### config.mk
export PLATFORM = sky130hd
export DESIGN_NAME = word_pair_writer
export DESIGN_NICKNAME = d
export VERILOG_FILES = /design/src/rtl/wpw_pkg.sv /design/src/rtl/wpw_seq.sv /design/src/rtl/wpw_hold.sv /design/src/rtl/wpw_pins.sv /design/src/rtl/word_pair_writer.sv
export SDC_FILE = /design/constraint.sdc
export NUM_CORES = 1
export LEC_CHECK = 0
export CORE_UTILIZATION = 39
export DETAILED_ROUTE_END_ITERATION = 6
export PLACE_DENSITY = 0.68
export REMOVE_ABC_BUFFERS = 1
export SLEW_MARGIN = 25
export SYNTH_ARGS = -nofsm -noshare
export SYNTH_HDL_FRONTEND = slang
export SYNTH_SLANG_ARGS = --single-unit
### constraint.sdc
create_clock -name clk -period 2.1 [get_ports clk]
set_input_delay 0.42 -clock clk [delete_from_list [all_inputs] [get_ports clk]]
set_output_delay 0.42 -clock clk [all_outputs]
set_load 0.01 [all_outputs]
### src/rtl/wpw_pkg.sv
package wpw_pkg;
  typedef enum logic [2:0] {
    PH_IDLE = 3'd0,
    PH_ADDR = 3'd1,
    PH_HOLD = 3'd2,
    PH_DATA = 3'd3,
    PH_REL  = 3'd4
  } phase_t;
endpackage

### src/rtl/wpw_seq.sv
module wpw_seq
  import wpw_pkg::*;
(
  input  logic   clk,
  input  logic   rst,
  input  logic   start,
  output phase_t phase,
  output logic   idle
);
  phase_t phase_q;

  always_ff @(posedge clk) begin
    if (rst) begin
      phase_q <= PH_IDLE;
    end else begin
      case (phase_q)
        PH_IDLE: if (start) phase_q <= PH_ADDR;
        PH_ADDR: phase_q <= PH_HOLD;
        PH_HOLD: phase_q <= PH_DATA;
        PH_DATA: phase_q <= PH_REL;
        default: phase_q <= PH_IDLE;
      endcase
    end
  end

  assign phase = phase_q;
  assign idle  = (phase_q == PH_IDLE);
endmodule

### src/rtl/wpw_hold.sv
module wpw_hold #(
  parameter int ADDR_W = 21,
  parameter int BYTE_W = 8
) (
  input  logic                clk,
  input  logic                rst,
  input  logic                start,
  input  logic [ADDR_W-1:0]   addr_in,
  input  logic [BYTE_W-1:0]   data_in,
  output logic [ADDR_W-1:0]   cur_addr,
  output logic                cur_odd,
  output logic [2*BYTE_W-1:0] cur_word
);
  logic [BYTE_W-1:0] hold_q;

  always_ff @(posedge clk) begin
    if (rst) begin
      hold_q   <= '0;
      cur_addr <= '0;
      cur_odd  <= 1'b0;
      cur_word <= '0;
    end else if (start) begin
      cur_addr <= addr_in;
      cur_odd  <= addr_in[0];
      if (addr_in[0]) begin
        cur_word <= {data_in, hold_q};
      end else begin
        hold_q   <= data_in;
      end
    end
  end
endmodule

### src/rtl/wpw_pins.sv
module wpw_pins
  import wpw_pkg::*;
#(
  parameter int ADDR_W = 21,
  parameter int BYTE_W = 8
) (
  input  logic                              clk,
  input  logic                              rst,
  input  phase_t                            phase,
  input  logic [ADDR_W-1:0]                 cur_addr,
  input  logic                              cur_odd,
  input  logic [2*BYTE_W-1:0]               cur_word,
  output logic [2*BYTE_W-1:0]               ad_out,
  output logic                              ad_oe,
  output logic [ADDR_W-1-2*BYTE_W-1:0]      addr_hi,
  output logic                              ale,
  output logic                              ba0,
  output logic                              wrh_n,
  output logic                              ub_n,
  output logic                              lb_n
);
  localparam int WORD_W = 2 * BYTE_W;
  localparam int HI_W   = ADDR_W - 1 - WORD_W;

  logic [WORD_W-1:0] waddr_lo;
  logic [HI_W-1:0]   waddr_hi;
  logic [WORD_W-1:0] ad_d;
  logic [HI_W-1:0]   hi_d;
  logic              oe_d, ale_d, ba0_d, wrh_d, sel_d;

  assign waddr_lo = cur_addr[WORD_W:1];
  assign waddr_hi = cur_addr[ADDR_W-1:WORD_W+1];

  always_comb begin
    ad_d  = '0;
    hi_d  = '0;
    oe_d  = 1'b0;
    ale_d = 1'b0;
    ba0_d = 1'b0;
    wrh_d = 1'b1;
    sel_d = 1'b1;
    case (phase)
      PH_ADDR: begin
        ad_d = waddr_lo; hi_d = waddr_hi; oe_d = 1'b1; ale_d = 1'b1; ba0_d = cur_addr[0];
      end
      PH_HOLD: begin
        ad_d = waddr_lo; hi_d = waddr_hi; oe_d = 1'b1; ba0_d = cur_addr[0];
      end
      PH_DATA: begin
        hi_d = waddr_hi; ba0_d = cur_addr[0];
        if (cur_odd) begin
          ad_d = cur_word; oe_d = 1'b1; wrh_d = 1'b0; sel_d = 1'b0;
        end
      end
      PH_REL: begin
        hi_d = waddr_hi; ba0_d = cur_addr[0];
      end
      default: ;
    endcase
  end

  always_ff @(posedge clk) begin
    if (rst) begin
      ad_out  <= '0;
      addr_hi <= '0;
      ad_oe   <= 1'b0;
      ale     <= 1'b0;
      ba0     <= 1'b0;
      wrh_n   <= 1'b1;
      ub_n    <= 1'b1;
      lb_n    <= 1'b1;
    end else begin
      ad_out  <= ad_d;
      addr_hi <= hi_d;
      ad_oe   <= oe_d;
      ale     <= ale_d;
      ba0     <= ba0_d;
      wrh_n   <= wrh_d;
      ub_n    <= sel_d;
      lb_n    <= sel_d;
    end
  end
endmodule

### src/rtl/word_pair_writer.sv
module word_pair_writer
  import wpw_pkg::*;
#(
  parameter int ADDR_W = 21,
  parameter int BYTE_W = 8
) (
  input  logic                         clk,
  input  logic                         rst,
  input  logic                         req_valid,
  output logic                         req_ready,
  input  logic [ADDR_W-1:0]            req_addr,
  input  logic [BYTE_W-1:0]            req_data,
  output logic [2*BYTE_W-1:0]          ad_out,
  output logic                         ad_oe,
  output logic [ADDR_W-1-2*BYTE_W-1:0] addr_hi,
  output logic                         ale,
  output logic                         ba0,
  output logic                         oe_n,
  output logic                         wrh_n,
  output logic                         wrl_n,
  output logic                         ub_n,
  output logic                         lb_n
);
  localparam int WORD_W = 2 * BYTE_W;

  phase_t            phase;
  logic              start;
  logic [ADDR_W-1:0] cur_addr;
  logic              cur_odd;
  logic [WORD_W-1:0] cur_word;

  assign start = req_valid && req_ready;
  assign oe_n  = 1'b1;
  assign wrl_n = 1'b1;

  wpw_seq u_seq (
    .clk   (clk),
    .rst   (rst),
    .start (start),
    .phase (phase),
    .idle  (req_ready)
  );

  wpw_hold #(.ADDR_W(ADDR_W), .BYTE_W(BYTE_W)) u_hold (
    .clk      (clk),
    .rst      (rst),
    .start    (start),
    .addr_in  (req_addr),
    .data_in  (req_data),
    .cur_addr (cur_addr),
    .cur_odd  (cur_odd),
    .cur_word (cur_word)
  );

  wpw_pins #(.ADDR_W(ADDR_W), .BYTE_W(BYTE_W)) u_pins (
    .clk      (clk),
    .rst      (rst),
    .phase    (phase),
    .cur_addr (cur_addr),
    .cur_odd  (cur_odd),
    .cur_word (cur_word),
    .ad_out   (ad_out),
    .ad_oe    (ad_oe),
    .addr_hi  (addr_hi),
    .ale      (ale),
    .ba0      (ba0),
    .wrh_n    (wrh_n),
    .ub_n     (ub_n),
    .lb_n     (lb_n)
  );
endmodule

==> results of run 1 <==
## sequential cells by signal, indices dropped and copies added, names as in the netlist
signal	flops
u_hold.cur_addr	21
u_hold.cur_word	16
u_hold.hold_q	8
u_pins.ad_oe	1
u_pins.ad_out	16
u_pins.addr_hi	4
u_pins.ale	1
u_pins.ba0	1
u_pins.ub_n	1
u_seq.phase	3
## worst paths after layout
kind / from / end / depth (start not counted)
max: u_seq.phase[0]$_SDFFE_PP0P_ / req_ready / 2
min: u_hold.cur_addr[0]$_SDFFE_PP0P_ / u_pins.ub_n$_SDFF_PP1_ / 1
max reg2reg: u_seq.phase[0]$_SDFFE_PP0P_ / u_hold.hold_q[3]$_SDFFE_PP0P_ / 3
min reg2reg: u_hold.cur_addr[0]$_SDFFE_PP0P_ / u_pins.ub_n$_SDFF_PP1_ / 1
## cells in the mapped netlist
master / number / share of area
nand2_1: 43 / 0.060
clkinv_1: 1 / 0.0014
buf_4: 4 / 0.011
dfxtp_1: 72 / 0.54
clkbuf_1: 10 / 0.014
mux2i_1: 24 / 0.090
buf_6: 3 / 0.013
nand2_2: 1 / 0.0023
nor3_1: 2 / 0.0037
and2_1: 6 / 0.014
conb_1: 1 / 0.0014
nand2b_1: 32 / 0.075
o21a_1: 1 / 0.0028
or4b_4: 1 / 0.0051
nor4_1: 1 / 0.0023
a32oi_1: 16 / 0.052
o21ai_1: 1 / 0.0019
a21oi_1: 22 / 0.041
xor2_2: 1 / 0.0061
nor4b_4: 1 / 0.0089
and3_1: 1 / 0.0023
and4b_1: 1 / 0.0037
nor2_8: 1 / 0.0075
buf_2: 7 / 0.013
nor2_1: 20 / 0.028
## metrics by stage
step                      cells  utilization
after floorplan             250            -
after global placement      398       0.5126
after detailed placement    398       0.5126
after CTS                   410       0.5354
after global routing        410       0.5361
final                       410       0.5361
## timing repair
action,4_1_cts,5_1_grt
endpoints found under the setup margin,0,1
hold endpoints to repair,0,0
gates resized for setup,0,1
## cells in the final DEF (no fill, tap or decap), types with 2 or more instances in the layout
master           instances
nand2_1                 43
a21oi_1                 22
clkbuf_8                10
clkinv_2                 2
nand2b_1                32
mux2i_1                 24
buf_4                   12
conb_1                   2
nor2_1                  20
a32oi_1                 16
dfxtp_1                 72
clkdlybuf4s50_1         58
and2_1                   6
## power by group through the flow
stage / Sequential [mW] / Combinational, mW / Clock (mW)
6_report: 1.47 / 0.380 / 0.868
3_3_place_gp: 1.50 / 0.375 / 0
4_1_cts: 1.47 / 0.381 / 0.892
3_5_place_dp: 1.50 / 0.380 / 0
2_1_floorplan: 1.50 / 0.183 / 0
5_1_grt: 1.47 / 0.417 / 0.958
## layout make-up
cell class | count | area, sq um | area share
Timing Repair Buffer | 71 | 690.7 | 0.1983
Clock inverter | 2 | 10.01 | 0.002875
Inverter | 1 | 3.754 | 0.001078
Sequential cell | 72 | 1441 | 0.4139
Tap cell | 77 | 96.34 | 0.02767
Multi-Input combinational cell | 177 | 1102 | 0.3166
Clock buffer | 10 | 137.6 | 0.03953
## logic make-up after synthesis
kind of cell	share of synthesized area
AND/OR/NAND/NOR	0.2133
flip-flops	0.5388
AO/OA/AOI/OAI	0.09822
buffers and inverters	0.05238
multiplexers	0.08980
XOR/XNOR	0.006082
other	0.001402
## worst reg2reg max path, stage by stage, from the launching register on
cell     delay, ns
dfxtp_1       0.45
or4b_4        0.63
nor2_8        0.22
mux2i_1       0.23
## per-layer routing
layer  up-vias  track usage  routed length [um]
li1       1025            -                   -
met1       935       0.2047                2593
met2        51       0.2794                2610
met3         7      0.03307                 224
met4         0      0.08783                  58
met5         -            0                   0
==> out/results.txt, run 1 <==
Post-synthesis cell count = 273
Final setup vio count = 0
Initial antenna violation count = 0
Max-cap check violation count = 0
Final Critical Period = 2.001 ns
Ant. Diodes = 0
Setup CP Type = flop to primary output
# rows = 29
Syn Area/Cell = 9.799 sq um
Starting Density = 0.4119
Placed Area = 3329 sq um
Post-DP HPWL = 3.711 mm
Max incr delay on CP = 0.57 ns
Nets = 364
Final Hold Violating Endpoints = 0
Crit path buf inv count = 1
Critical Path Sink Type = primary output
Mapped Area = 2675 sq um
Layout area overhead = 30.17%
# IOs = 61
CTS clk-pin slew, worst paths = 0.06 ns
Largest net degree at the start of global routing = 49
Via Count = 2018
Seq/Total Area, Yosys = 0.5388
Clock Sinks = 72
Period utilization = 0.9530
Hold Buf Count CTS = 0
Fillers = 604
Pins Over Slew Limit = 0
CP max-delay cell = clkdlybuf4s50_1
Total GRT Usage = 0.1671
DRC = 9
Place WS = 0.1153 ns
CTS tree = yes
Cell Chain, Critical Path = nor3_2 > clkdlybuf4s50_1
Psw = 669.2 uW
Critical-path maximum fanout = 10
Layout cells sized above 1 = 0.09309
Unrepaired setup endpoints after global routing = false
First-pass GRT wire length = 9.363 mm
Sum Neg Setup Slack = 0 ns
Failing checks = DRC
Top cell family by delay on the critical path = buffers and inverters
Peak VDD IR = 0.3361 mV
Clk buf depth = 2
Clk pwr share = 0.320
Final hold slack = 0.4260 ns
1st-pass router iterations = 7
Routed wire length = 5.487 mm
Number of DRC markers in iteration 0 = 100
Skew-Pair Late Insertion Delay = 0.33 ns
CP arrival = 1.58 ns
CTS Root Cell = clkbuf_8
Worst setup margin = 0.09873 ns
Port Buffer Count = 58
Distinct cells, synth = 25
Die W = 84.82 um
# H-tree levels = 3
R2r setup slk = 0.51 ns
Flop pwr share = 0.541
Fmax = 0.4997 GHz
Final clock skew = 0.003971 ns
Worst endpoint required time = 1.68 ns
Gpl congestion = 0.7562
Post-route cell area = 3482 sq um
Post-DR wirelength/cell = 13.38 um
Die ar. = 7194 sq um
Post-CTS Setup Bufs = 0
Power, Total = 2.716 mW
Sw frac = 0.2464
Kind of path behind the tightest hold check = flop to flop
Core ar. = 6495 sq um
Post-route ant nets = 0
Power density cells = 779.9 nW/um^2
Total grt overflow = 0
Die Height = 84.82 um
Gate power share = 0.140
YS warnings = 0
Leak = 1.355 nW
Status = complete, but fails checks
Startpoint types = flop
Seq cells post-synth = 72
CTS Buf Count = 9
Internal power = 2.046 mW
Vias/cell = 4.922
Vias in the first global route = 2030
(Power assumes the default switching activity.)
==> inputs of run 2 (changes only) <==
- SLEW_MARGIN: 25 -> default
==> results of run 2 <==
Final layout, timing and power as in run 1 (identical DEF).
